[config.mk]
export PLATFORM = sky130hd
export DESIGN_NAME = vmaint_status
export DESIGN_NICKNAME = d
export VERILOG_FILES = /design/src/rtl/vmaint_pkg.sv /design/src/rtl/vmaint_lr_scan.sv /design/src/rtl/vmaint_cond.sv /design/src/rtl/vmaint_rd_gate.sv /design/src/rtl/vmaint_status.sv
export SDC_FILE = /design/constraint.sdc
export NUM_CORES = 1
export LEC_CHECK = 0
export BUFFER_PORTS_ARGS = -buffer_cell sky130_fd_sc_hd__buf_2
export CORE_ASPECT_RATIO = 0.8
export CORE_MARGIN = 1
export CORE_UTILIZATION = 30
export CTS_BUF_LIST = sky130_fd_sc_hd__clkbuf_4 sky130_fd_sc_hd__clkbuf_8
export DETAILED_ROUTE_END_ITERATION = 16
export HOLD_SLACK_MARGIN = 0.03
export PLACE_DENSITY_LB_ADDON = 0.05
export SLEW_MARGIN = 30
export SYNTH_ARGS = -nofsm -noshare
export SYNTH_HDL_FRONTEND = slang
export SYNTH_SLANG_ARGS = --single-unit
[constraint.sdc]
create_clock -name clk_i -period 1.2 [get_ports clk_i]
set_input_delay 0.12 -clock clk_i [delete_from_list [all_inputs] [get_ports clk_i]]
set_output_delay 0.12 -clock clk_i [all_outputs]
set_load 0.1 [all_outputs]
[src/rtl/vmaint_pkg.sv]
package vmaint_pkg;
  localparam int unsigned STATUS_W = 32;
  localparam int unsigned COND_W   = 8;

  localparam int unsigned ST_EOI    = 0;
  localparam int unsigned ST_UNDER  = 1;
  localparam int unsigned ST_ABSENT = 2;
  localparam int unsigned ST_NOPEND = 3;
  localparam int unsigned ST_G0ON   = 4;
  localparam int unsigned ST_G0OFF  = 5;
  localparam int unsigned ST_G1ON   = 6;
  localparam int unsigned ST_G1OFF  = 7;

  typedef enum logic [1:0] {
    LR_INVALID  = 2'b00,
    LR_PEND     = 2'b01,
    LR_ACT      = 2'b10,
    LR_PEND_ACT = 2'b11
  } lr_state_e;

  typedef enum logic [1:0] {
    LVL_USER   = 2'd0,
    LVL_KERNEL = 2'd1,
    LVL_HYP    = 2'd2,
    LVL_MON    = 2'd3
  } priv_lvl_e;

  typedef enum logic [1:0] {
    RD_GRANT = 2'd0,
    RD_UNDEF = 2'd1,
    RD_TRAP  = 2'd2
  } rd_verdict_e;
endpackage

[src/rtl/vmaint_lr_scan.sv]
module vmaint_lr_scan
  import vmaint_pkg::*;
#(
  parameter int unsigned NUM_LR = 4,
  localparam int unsigned CNT_W = $clog2(NUM_LR + 1)
) (
  input  logic [2*NUM_LR-1:0] lr_state_i,
  output logic [CNT_W-1:0]    valid_cnt_o,
  output logic                any_pend_o,
  output logic                few_valid_o
);
  logic [NUM_LR-1:0] entry_valid;
  logic [NUM_LR-1:0] entry_pend;

  for (genvar g = 0; g < NUM_LR; g++) begin : g_entry
    lr_state_e st;
    assign st             = lr_state_e'(lr_state_i[2*g +: 2]);
    assign entry_valid[g] = (st != LR_INVALID);
    assign entry_pend[g]  = (st == LR_PEND) || (st == LR_PEND_ACT);
  end

  always_comb begin
    valid_cnt_o = '0;
    for (int i = 0; i < NUM_LR; i++) begin
      valid_cnt_o = valid_cnt_o + CNT_W'(entry_valid[i]);
    end
    any_pend_o  = |entry_pend;
    few_valid_o = (valid_cnt_o <= CNT_W'(1));
    // a pending entry is always a valid entry
    if (any_pend_o) begin
      a_r5_pend_is_valid: assert (valid_cnt_o != '0);
    end
  end
endmodule

[src/rtl/vmaint_cond.sv]
module vmaint_cond
  import vmaint_pkg::*;
#(
  parameter int unsigned NUM_LR    = 4,
  parameter int unsigned EOI_CNT_W = 5
) (
  input  logic [COND_W-1:1]   cond_en_i,
  input  logic                grp0_en_i,
  input  logic                grp1_en_i,
  input  logic                few_valid_i,
  input  logic                any_pend_i,
  input  logic [EOI_CNT_W-1:0] eoi_count_i,
  input  logic [NUM_LR-1:0]   eoi_vec_i,
  output logic [STATUS_W-1:0] status_o
);
  logic [COND_W-1:0] flags;

  always_comb begin
    flags            = '0;
    flags[ST_EOI]    = |eoi_vec_i;
    flags[ST_UNDER]  = cond_en_i[ST_UNDER]  & few_valid_i;
    flags[ST_ABSENT] = cond_en_i[ST_ABSENT] & (eoi_count_i != '0);
    flags[ST_NOPEND] = cond_en_i[ST_NOPEND] & ~any_pend_i;
    flags[ST_G0ON]   = cond_en_i[ST_G0ON]   &  grp0_en_i;
    flags[ST_G0OFF]  = cond_en_i[ST_G0OFF]  & ~grp0_en_i;
    flags[ST_G1ON]   = cond_en_i[ST_G1ON]   &  grp1_en_i;
    flags[ST_G1OFF]  = cond_en_i[ST_G1OFF]  & ~grp1_en_i;
    status_o         = {{(STATUS_W-COND_W){1'b0}}, flags};
  end
endmodule

[src/rtl/vmaint_rd_gate.sv]
module vmaint_rd_gate
  import vmaint_pkg::*;
(
  input  logic                clk_i,
  input  logic                rst_ni,
  input  logic                rd_req_i,
  input  logic [1:0]          rd_level_i,
  input  logic                trap_ctl_i,
  input  logic                hyp_sre_i,
  input  logic                mon_sre_i,
  input  logic [STATUS_W-1:0] status_i,
  output logic                rd_valid_o,
  output logic [STATUS_W-1:0] rd_data_o,
  output logic                rd_undef_o,
  output logic                rd_trap_o
);
  rd_verdict_e verdict;

  always_comb begin
    unique case (priv_lvl_e'(rd_level_i))
      LVL_USER:   verdict = RD_UNDEF;
      LVL_KERNEL: verdict = trap_ctl_i ? RD_TRAP : RD_UNDEF;
      LVL_HYP:    verdict = hyp_sre_i ? RD_GRANT : RD_UNDEF;
      LVL_MON:    verdict = mon_sre_i ? RD_GRANT : RD_UNDEF;
      default:    verdict = RD_UNDEF;
    endcase
  end

  always_ff @(posedge clk_i or negedge rst_ni) begin
    if (!rst_ni) begin
      rd_valid_o <= 1'b0;
      rd_data_o  <= '0;
      rd_undef_o <= 1'b0;
      rd_trap_o  <= 1'b0;
    end else begin
      rd_valid_o <= rd_req_i;
      rd_data_o  <= (rd_req_i && verdict == RD_GRANT) ? status_i : '0;
      rd_undef_o <= rd_req_i && (verdict == RD_UNDEF);
      rd_trap_o  <= rd_req_i && (verdict == RD_TRAP);
    end
  end

  a_r11_one_outcome: assert property (@(posedge clk_i) disable iff (!rst_ni)
    $onehot0({rd_undef_o, rd_trap_o}));
  a_r11_idle_quiet: assert property (@(posedge clk_i) disable iff (!rst_ni)
    !rd_valid_o |-> (!rd_undef_o && !rd_trap_o && rd_data_o == '0));
  a_r9_user_undef: assert property (@(posedge clk_i) disable iff (!rst_ni)
    (rd_req_i && rd_level_i == 2'd0) |=> (rd_valid_o && rd_undef_o));
  a_r10_hyp_grant: assert property (@(posedge clk_i) disable iff (!rst_ni)
    (rd_req_i && rd_level_i == 2'd2 && hyp_sre_i) |=>
      (rd_data_o == $past(status_i) && !rd_undef_o && !rd_trap_o));
endmodule

[src/rtl/vmaint_status.sv]
module vmaint_status
  import vmaint_pkg::*;
#(
  parameter int unsigned NUM_LR    = 4,
  parameter int unsigned EOI_CNT_W = 5
) (
  input  logic                  clk_i,
  input  logic                  rst_ni,
  input  logic [COND_W-1:1]     cond_en_i,
  input  logic                  vm_grp0_en_i,
  input  logic                  vm_grp1_en_i,
  input  logic                  iface_en_i,
  input  logic [2*NUM_LR-1:0]   lr_state_i,
  input  logic [EOI_CNT_W-1:0]  eoi_count_i,
  input  logic [NUM_LR-1:0]     eoi_vec_i,
  output logic [STATUS_W-1:0]   status_o,
  output logic                  maint_irq_o,
  input  logic                  rd_req_i,
  input  logic [1:0]            rd_level_i,
  input  logic                  trap_ctl_i,
  input  logic                  hyp_sre_i,
  input  logic                  mon_sre_i,
  output logic                  rd_valid_o,
  output logic [STATUS_W-1:0]   rd_data_o,
  output logic                  rd_undef_o,
  output logic                  rd_trap_o
);
  localparam int unsigned CNT_W = $clog2(NUM_LR + 1);

  logic [CNT_W-1:0] valid_cnt;
  logic             any_pend;
  logic             few_valid;

  vmaint_lr_scan #(.NUM_LR(NUM_LR)) u_scan (
    .lr_state_i  (lr_state_i),
    .valid_cnt_o (valid_cnt),
    .any_pend_o  (any_pend),
    .few_valid_o (few_valid)
  );

  vmaint_cond #(.NUM_LR(NUM_LR), .EOI_CNT_W(EOI_CNT_W)) u_cond (
    .cond_en_i   (cond_en_i),
    .grp0_en_i   (vm_grp0_en_i),
    .grp1_en_i   (vm_grp1_en_i),
    .few_valid_i (few_valid),
    .any_pend_i  (any_pend),
    .eoi_count_i (eoi_count_i),
    .eoi_vec_i   (eoi_vec_i),
    .status_o    (status_o)
  );

  vmaint_rd_gate u_rd (
    .clk_i      (clk_i),
    .rst_ni     (rst_ni),
    .rd_req_i   (rd_req_i),
    .rd_level_i (rd_level_i),
    .trap_ctl_i (trap_ctl_i),
    .hyp_sre_i  (hyp_sre_i),
    .mon_sre_i  (mon_sre_i),
    .status_i   (status_o),
    .rd_valid_o (rd_valid_o),
    .rd_data_o  (rd_data_o),
    .rd_undef_o (rd_undef_o),
    .rd_trap_o  (rd_trap_o)
  );

  // registered level keeps combinational hazards off the interrupt line
  always_ff @(posedge clk_i or negedge rst_ni) begin
    if (!rst_ni) maint_irq_o <= 1'b0;
    else         maint_irq_o <= iface_en_i && (status_o != '0);
  end

  a_r8_irq_follows: assert property (@(posedge clk_i) disable iff (!rst_ni)
    1'b1 |=> (maint_irq_o == $past(iface_en_i && (status_o != '0))));
  // underflow only with at most one valid entry
  a_r3_under_bound: assert property (@(posedge clk_i) disable iff (!rst_ni)
    status_o[ST_UNDER] |-> (valid_cnt <= CNT_W'(1)));
endmodule

======== Word level (Yosys, flattened, before mapping) ========
Index checks and enable logic that the tools add are counted.
storage, ports and cells
  logic and storage cells ................. 55
  register bits after elaboration ......... 36
  output and inout port bits .............. 68
operators by class
  bitwise gates (word level) .............. 10
  eq/ne operators ......................... 13
  reductions and logical operators ........ 18
  muxes and demuxes ....................... 5
  add/subtract/negate cells ............... 3
  magnitude comparators ................... 1
operators with widths
  cell                  number
  $reduce_bool A32 Y1   1
  $eq A2 B2 Y1 const B  7
  $eq A2 B1 Y1 const B  6
  $mux W8               1
  $pmux W2 S4           1
  $reduce_bool A2 Y1    4
  $reduce_or A4 Y1      2
  $and A1 B1 Y1         7
  $add A3 B1 Y3         2
  $reduce_bool A5 Y1    1
  $logic_and A1 B1 Y1   4
  $logic_not A2 Y1      2
  $logic_or A1 B1 Y1    4
  $le A3 B1 Y1 const B  1
  $not A1 Y1            3
  $add A1 B1 Y2         1
  $mux W1               2
  $mux W2               1

======== Depth between registers and ports, before layout ========
Gate-level depths: netlist (run 1).
  depth after elaboration ................. 8
  depth in mapped cells ................... 6
  mapped depth without buffers ............ 6

======== Hierarchy ========
A second synthesis (run 1) with hierarchy kept.
second synthesis, totals
  cells, all modules ...................... 141
  area, all modules ....................... 1848.0 sq um
modules (own cells, without submodules)
  module          sequential area each (sq um)  cells each  instances  area each (sq um)
  vmaint_rd_gate  875.8                         80          1          1376.3
  vmaint_cond     0.0                           34          1          244.0
  vmaint_lr_scan  0.0                           15          1          126.4
  vmaint_status   25.0                          12          1          101.3

======== Worst setup path before layout (run 1) ========
No wires, ideal clock.
  path kind ............................... input -> register
  start ................................... input vm_grp1_en_i
  end ..................................... register maint_irq_o
  path buffers ............................ 0
  data required time ...................... 1111 ps
  setup slack ............................. -789 ps
  arrival ................................. 1900 ps
  library setup time ...................... 89 ps
  cell stages on the path ................. 3
  path through ............................ nor2b_1 -> nor4_2 -> a41oi_1
on the way
  cells in the longest elaborated chain, start to end .. 4
  elaborated cells between the ends (all ways) .. 5
RTL lines
  what                     RTL line             text
  from (decl)              vmaint_status.sv:11  input logic vm_grp1_en_i,
  $not A1 Y1               vmaint_cond.sv:27    flags[ST_G1OFF] = cond_en_i[ST_G1OFF] & ~grp1_en_i;
  $and A1 B1 Y1            vmaint_cond.sv:27
  $reduce_bool A32 Y1 (*)  vmaint_status.sv:70  else maint_irq_o <= iface_en_i && (status_o != '0);
  $logic_and A1 B1 Y1 (*)  vmaint_status.sv:70
  to (signal assigned)     vmaint_status.sv:70
  to (decl)                vmaint_status.sv:17  output logic maint_irq_o,
Mark *: on every way between the ends. The rest lies on a longest branch, timed or not.

======== Worst setup path after layout (run 1) ========
  start ................................... input lr_state_i[1]
  end ..................................... output status_o[1]
on the way
  cells in the longest elaborated chain, start to end .. 6
RTL lines
  what                         RTL line              text
  from (decl)                  vmaint_status.sv:13   input logic [2*NUM_LR-1:0] lr_state_i,
  $reduce_bool A2 Y1           vmaint_lr_scan.sv:18  assign entry_valid[g] = (st != LR_INVALID);
  $add A1 B1 Y2                vmaint_lr_scan.sv:25  valid_cnt_o = valid_cnt_o + CNT_W'(entry_valid[i]);
  $add A3 B1 Y3 (2 in series)  vmaint_lr_scan.sv:25
  $le A3 B1 Y1                 vmaint_lr_scan.sv:28  few_valid_o = (valid_cnt_o <= CNT_W'(1));
  $and A1 B1 Y1                vmaint_cond.sv:21     flags[ST_UNDER] = cond_en_i[ST_UNDER] & few_valid_i;
  to (decl)                    vmaint_status.sv:16   output logic [STATUS_W-1:0] status_o,
Every way passes these cells.

==> results.toml, run 1 <==
[run_status]
outcome = "finished with violations"
violations = "negative setup slack"

[timing]
timing.fmax_ghz = 0.682
setup-tns-final_ps = -513
finalCritPeriodShare_pct = 122
grt_setup_unrepaired = "true"
finalSetupViolCount = 4
hold_viol = 0
min_period_ps = 1470
slew_violations = 0
fin_ws_ps = -266

[synthesis]
netlist.top_cell.by_area = "buf_4"
synth_flop_cell = "dfrtp_1"
async_flop_share_pct = 100
yosysWarnings = 0
synthCells = 100
netlist.area_leader.share_pct = 39.6
synthDistinctLibCells = 21
synth_compound_area_share_pct = 3.16
synth_edf_count = 0
ys_seq_area_share_pct = 33.0
synth.most_common_cell = "buf_4"
synth_area_leaders = "buf_4, dfrtp_1, nor2b_1"
synth_top_family_by_area = "buffers and inverters"
synth-xor-area-share_pct = 0
syn_area_per_cell_sq_um = 9.11
synthesis.area_sq_um = 911
synthTopCellsByCount = "buf_4, dfrtp_1, nor2b_1"
synth_seq_cells = 12
synth.mux.area_fraction_pct = 2.47
synthAdderAreaFrac_pct = 2.75
synthSimpleGateAreaFrac_pct = 16.6

[route]
drc = 0
drt_iter0_drc = 5
avgViaCountPerCell = 3.58
antenna_left = 0
first_pass_iters = 3
num_vias = 731
routedWlPerCell_um = 8.53
routed_wl_um = 1740

[global_route]
antenna_found_initial = 0
overflow = 0
grt_usage_pct = 10.4
grt_max_degree = 13
grt_pass1_vias = 585
grt_pass1_wl_um = 2500

[pwr]
switching_power_mw = 1.07
comb_power_share_pct = 56.6
clkPwrFrac_pct = 21.8
powerDensity_nw_per_um2 = 1390
peakVddDrop_mv = 0.611
p_leak_nw = 0.786
p_int_mw = 0.878
swShare_pct = 54.9
p_seq_share_pct = 21.6

[setup_path]
end_kind = "output port"
critical_path_class = "in -> out"
cp_max_fo = 2
startpoint_type = "input port"
cp_data_required_time_ps = 1080
crit_arrival_ps = 1350

[worst_hold_path]
hp-start = "rd_level_i[1]"
hold-path-cell-count = 2
hp-class = "in -> reg"
hold_end = "u_rd.rd_trap_o"

[cells_and_area]
drive_gt1_share_pct = 50.6
fin_nets = 204
postLayoutCoreUtil_pct = 49.6
syn2layout_area_growth_pct = 54.1
antenna_cells = 0
final_area_sq_um = 1400

[clock_network]
path_clk_slew_ps = 50
clock_sinks = 12
clk_path_buf_depth = 2
cts_made_buffers = 3
cts-root-buf = "clkbuf_8"
cts_tree = "done"
cts_max_level = 1

[placed_design]
pre_cts_ws_ps = -314
place.detailed.hpwl_um = 1420
io_buffers = 54
globalplace.congestion = 0.690
place_area_sq_um = 1210

[die]
initial_utilization_pct = 32.2
die_h_um = 51.3
io_pins = 103
die_area_sq_um = 3260
core_area_sq_um = 2830
rows = 17
die_w_um = 63.6

[flow_run]
drv_cap = 0
==> cells by family after synthesis <==
kind of cell               Yosys count
muxes                                2
other                                1
buffers and inverters               53
DFF                                 12
and+or+nand+nor                     26
adders and majority gates            2
AOI/OAI and AO/OA                    4
==> worst max-delay path: stages <==
cell and delay (ps):
buf_6 90, or2_4 240, ha_4 240, ha_4 260, o21ai_2 40, nand3_2 80
clkinvlp_4 100, buf_12 170
==> power by group through the flow <==
stage	combinational [mW]	sequential (mW)	clock (mW)
after global placement	1.05	0.427	0
after CTS	1.08	0.420	0.439
after global routing	1.13	0.421	0.454
after detailed placement	1.05	0.427	0
final	1.10	0.420	0.425
after floorplan	0.938	0.519	0
==> worst max path at each step <==
stage | startpoint | end | slack (ps) | cells past startpoint
floorplan | lr_state_i[2] | status_o[1] | -310 | 6
global placement | lr_state_i[2] | status_o[1] | -300 | 8
detailed placement | lr_state_i[2] | status_o[1] | -310 | 8
CTS | lr_state_i[1] | status_o[1] | -280 | 8
global route | lr_state_i[1] | status_o[1] | -300 | 8
finish | lr_state_i[1] | status_o[1] | -270 | 8
==> cells in the final DEF, fill, tap and decap left out, drive strengths merged <==
| cell | Yosys | routed |
|---|---|---|
| ha | 2 | 2 |
| and2 | 1 | 1 |
| nor2 | 5 | 5 |
| nand3 | 2 | 2 |
| nor3b | 1 | 1 |
| dlygate4sd3 | 0 | 2 |
| clkinvlp | 0 | 1 |
| conb | 1 | 48 |
| inv | 5 | 4 |
| clkbuf | 0 | 4 |
| nand2 | 4 | 4 |
| mux2 | 2 | 2 |
| nor2b | 6 | 6 |
| dfrtp | 12 | 12 |
| buf | 48 | 61 |
| or2 | 3 | 3 |
| o21ai | 2 | 2 |
| o211a | 1 | 1 |
| a41oi | 1 | 1 |
| or4 | 2 | 2 |
| nor4 | 2 | 2 |
==> routing by layer <==
| metal | up-vias | global-route usage (%) | share of wire, % |
|---|---|---|---|
| li1 | 352 | - | - |
| met1 | 314 | 11.4 | 37 |
| met2 | 63 | 17.9 | 50 |
| met3 | 2 | 4.69 | 12 |
| met4 | 0 | 3.41 | 0.57 |
| met5 | - | 0 | 0 |
==> final cells by class <==
type | instances | area (sq um)
tap | 38 | 47.5
sequential | 12 | 300
fill | 290 | 1430
clock buffer | 4 | 55.1
timing repair buffer | 63 | 492
inverter | 5 | 22.5
multi-input combinational | 82 | 487
==> flip-flops by register name (all words and copies together), names as in the netlist <==
name and flops:
u_rd.rd_data_o 8, maint_irq_o 1, u_rd.rd_trap_o 1, u_rd.rd_undef_o 1, u_rd.rd_valid_o 1
==> metrics by stage <==
step | hold WS, ps | std cells | total power, mW
final | 80.9 | 204 | 1.95
after global routing | 93.5 | 204 | 2.01
after CTS | 77.5 | 202 | 1.94
after detailed placement | 6.93 | 194 | 1.48
after global placement | 4.70 | 194 | 1.48
after floorplan | -176 | 147 | 1.46
==> what timing repair did <==
action	in CTS	in global routing
setup buffers	2	2
endpoints found under the setup margin	4	5
gates resized for setup	13	6
hold buffers	2	0
pin swaps	7	3
endpoints found under the hold margin	13	0
No activity file was read; power rests on OpenSTA's default activity.
==> run 2, diff against run 1 <==
HOLD_SLACK_MARGIN = 0.15   (was 0.03)
==> results.toml, run 2 (synthesis gave the netlist of run 1 again) <==
[route]
drc = 0
avgViaCountPerCell = 3.61
drt_iter0_drc = 10
num_vias = 750
antenna_left = 0
first_pass_iters = 3
routed_wl_um = 1760
routedWlPerCell_um = 8.44

[cells_and_area]
largest_register = "u_rd.rd_data_o"
largest_register_ffs = 8
fin_nets = 208
postLayoutCoreUtil_pct = 51.4
nFillCells = 283
final_cell_mix = "conb_1, buf_2, dfrtp_1, buf_12, buf_6"
syn2layout_area_growth_pct = 59.6
final_common_cell = "conb_1"
fin_cells = 208
antenna_cells = 0
drive_gt1_share_pct = 49.4
ff_latch_area_sq_um = 300
multiInputGateArea_sq_um = 487

[die]
core_area_sq_um = 2830
io_pins = 103
die_area_sq_um = 3260
die_w_um = 63.6
die_h_um = 51.3
rows = 17
initial_utilization_pct = 32.2

[placed_design]
globalplace.congestion = 0.690
place.detailed.hpwl_um = 1420
pre_cts_ws_ps = -314
dp_cells = 194
io_buffers = 54

[pwr]
peakVddDrop_mv = 0.611
powerDensity_nw_per_um2 = 1350
power_mw = 1.96
p_leak_nw = 0.805

[clock_network]
cts_tree = "done"
cts_max_level = 1
cts_made_buffers = 3
path_clk_slew_ps = 50
cts-root-buf = "clkbuf_8"
clk_path_buf_depth = 2
clock_sinks = 12

[timing]
min_period_ps = 1480
slew_violations = 0
timing.fmax_ghz = 0.674
hold_viol = 0
finalCritPeriodShare_pct = 124
finalSetupViolCount = 4
fin_ws_ps = -284
whs_ps = 156
grt_setup_unrepaired = "true"

[setup_path]
end_kind = "output port"
critical_path_class = "in -> out"
cp_data_required_time_ps = 1080
startpoint_type = "input port"
crit_arrival_ps = 1360
cp_max_fo = 2

[worst_hold_path]
hp-start = "rd_level_i[0]"
hold-path-cell-count = 3
hold_end = "u_rd.rd_trap_o"
hp-class = "in -> reg"

[run_status]
violations = "negative setup slack"
outcome = "finished with violations"

[global_route]
grt_pass1_vias = 619
grt_pass1_wl_um = 2620
overflow = 0
grt_usage_pct = 10.9
grt_max_degree = 13
antenna_found_initial = 0

[flow_run]
drv_cap = 0
run 2: cell count changes in the layout (fill, tap and decap cells not counted):
cell,change
buf_2,-1
buf_6,+2
buf_4,-1
dlygate4sd3_1,+4
run 2: per-layer routing:
metal,vias up,global-route usage (%),share of wire [%]
met2,63,19.9,51
met5,-,0,0
met3,2,4.46,12
met4,0,3.41,0.57
li1,359,-,-
met1,326,11.4,37
run 2: worst max-delay path by stage:
stage,startpoint,end,slack [ps]
floorplan,lr_state_i[2],status_o[1],-310
global placement,lr_state_i[2],status_o[1],-300
detailed placement,lr_state_i[2],status_o[1],-310
CTS,lr_state_i[1],status_o[1],-280
global route,lr_state_i[1],status_o[1],-320
finish,lr_state_i[1],status_o[1],-280
run 2: through the flow:
stage | instance area [sq um] | TNS [ps]
2_1_floorplan | 1140 | -600
3_3_place_gp | 1210 | -866
3_5_place_dp | 1210 | -956
4_1_cts | 1400 | -359
5_1_grt | 1450 | -653
6_report | 1450 | -507
run 2: layout make-up:
class                           count  share of cell area, %
Sequential cell                    12                   20.7
Timing Repair Buffer               67                   37.3
Clock buffer                        4                   3.79
Inverter                            5                   1.55
Tap cell                           38                   3.27
Multi-Input combinational cell     82                   33.5
run 2: what timing repair did:
action	in CTS	in global routing
gates resized for setup	13	8
pin swaps	7	3
hold endpoints to repair	17	0
hold buffers	6	0
buffers inserted	2	2
gates cloned	0	0
endpoints found under the setup margin	4	5
run 2: where the power goes:
part / internal [mW] / leakage (nW) / switching, mW
sequential: 0.418 / 0.160 / 0.00244
clock: 0.289 / 0.0288 / 0.136
combinational: 0.183 / 0.616 / 0.932
run 2: critical path: stages:
cell	delay [ps]
buf_6	90
or2_4	240
ha_4	240
ha_4	260
o21ai_2	50
nand3_2	90
clkinvlp_4	100
buf_12	170
==> run 3, diff against run 2 <==
CAP_MARGIN = 0   (was not set)
clock period = 1.6 ns   (was 1.2 ns; I/O delays follow)
==> results.toml, run 3 (synthesis gave the netlist of run 1 again) <==
[run_status]
outcome = "finished, final reports clean"

[cells_and_area]
nFillCells = 283
fin_nets = 200
largest_register_ffs = 8
drive_gt1_share_pct = 45.3
multiInputGateArea_sq_um = 454
final_common_cell = "buf_2"
final_cell_mix = "buf_2, conb_1, dfrtp_1"
largest_register = "u_rd.rd_data_o"
antenna_cells = 0
ff_latch_area_sq_um = 300
syn2layout_area_growth_pct = 34.6

[placed_design]
globalplace.congestion = 0.673
io_buffers = 54
place.detailed.hpwl_um = 1390

[clock_network]
cts-root-buf = "clkbuf_8"
path_clk_slew_ps = 50
post_cts_buffers = 0
clk_path_buf_depth = 2
cts_tree = "done"
clock_sinks = 12
cts_max_level = 1
cts_made_buffers = 3

[timing]
whs_ps = 183
min_period_ps = 1580
timing.fmax_ghz = 0.633
finalCritPeriodShare_pct = 98.7
hold_viol = 0
slew_violations = 0
finalSetupViolCount = 0
grt_setup_unrepaired = "true"
setup-tns-final_ps = 0

[pwr]
power_mw = 1.35
p_int_mw = 0.569
p_leak_nw = 0.713
powerDensity_nw_per_um2 = 1100
p_seq_share_pct = 23.4
comb_power_share_pct = 57.8
peakVddDrop_mv = 0.467
swShare_pct = 57.7
clkPwrFrac_pct = 18.8
switching_power_mw = 0.778

[setup_path]
cp_data_required_time_ps = 1440
critical_path_class = "in -> out"
startpoint_type = "input port"
end_kind = "output port"
crit_path_start = "lr_state_i[1]"
cp_max_fo = 3
crit_arrival_ps = 1420

[route]
antenna_left = 0
drt_iter0_drc = 10
avgViaCountPerCell = 3.56
drc = 0
first_pass_iters = 3
num_vias = 709
routedWlPerCell_um = 8.19
routed_wl_um = 1630

[die]
io_pins = 103
die_h_um = 51.3
die_w_um = 63.6
rows = 17
core_area_sq_um = 2830
initial_utilization_pct = 32.2
die_area_sq_um = 3260

[flow_run]
drv_cap = 0

[worst_hold_path]
hp-class = "in -> reg"
hp-start = "cond_en_i[6]"

[global_route]
grt_max_degree = 13
grt_pass1_wl_um = 2390
grt_usage_pct = 9.94
grt_pass1_vias = 592
antenna_found_initial = 0
overflow = 0
## run 3: cell count changes in the layout (fill, tap and decap cells not counted), sizes merged
cell         change
buf              -6
clkbuf           -1
dlygate4sd3      -2
## run 3: worst paths after layout
check	cells after the start	slack (ps)	to
max in group asynchronous	2	1060	maint_irq_o
worst max-delay path	8	20	status_o[1]
worst min-delay path	3	180	u_rd.rd_data_o[6]
min in group asynchronous	2	340	u_rd.rd_data_o[2]
## run 3: layout make-up
type	count	share of cell area, %
Clock buffer	3	3.37
Inverter	5	1.84
Multi-Input combinational cell	82	37.0
Sequential cell	12	24.5
Tap cell	38	3.88
Timing Repair Buffer	59	29.4
## run 3: timing repair
item                                    4_1_cts  5_1_grt
hold endpoints to repair                     15        0
hold buffers                                  4        0
gates resized for setup                       0        3
endpoints found under the setup margin        0        1
## run 3: critical path: stages
cell and delay, ps:
buf_6 90, or2_4 250, ha_4 240, ha_4 260
o21ai_2 50, nand3_2 100, clkinvlp_4 100, buf_12 170
## run 3: through the flow
stage	util [%]	setup slack (ps)	instance area, sq um	std cells
2_1_floorplan	-	5.21	1130	147
6_report	43.3	21.0	1230	199
5_1_grt	43.3	-15.6	1230	199
3_5_place_dp	39.9	9.56	1130	192
3_3_place_gp	39.9	17.1	1130	192
4_1_cts	42.8	8.96	1210	199
## run 3: power by group through the flow
stage / Clock [mW] / Combinational, mW / Sequential (mW)
after floorplan: 0 / 0.702 / 0.390
after global placement: 0 / 0.763 / 0.320
after detailed placement: 0 / 0.765 / 0.320
after CTS: 0.262 / 0.774 / 0.315
after global routing: 0.279 / 0.801 / 0.316
final: 0.253 / 0.778 / 0.316
## run 3: metal layers
metal,track usage (%),wire length (um),up-vias
met5,0,0,-
met4,1.89,0,0
met3,5.58,229,0
met2,16.8,790,65
met1,10.9,609,301
li1,-,-,343
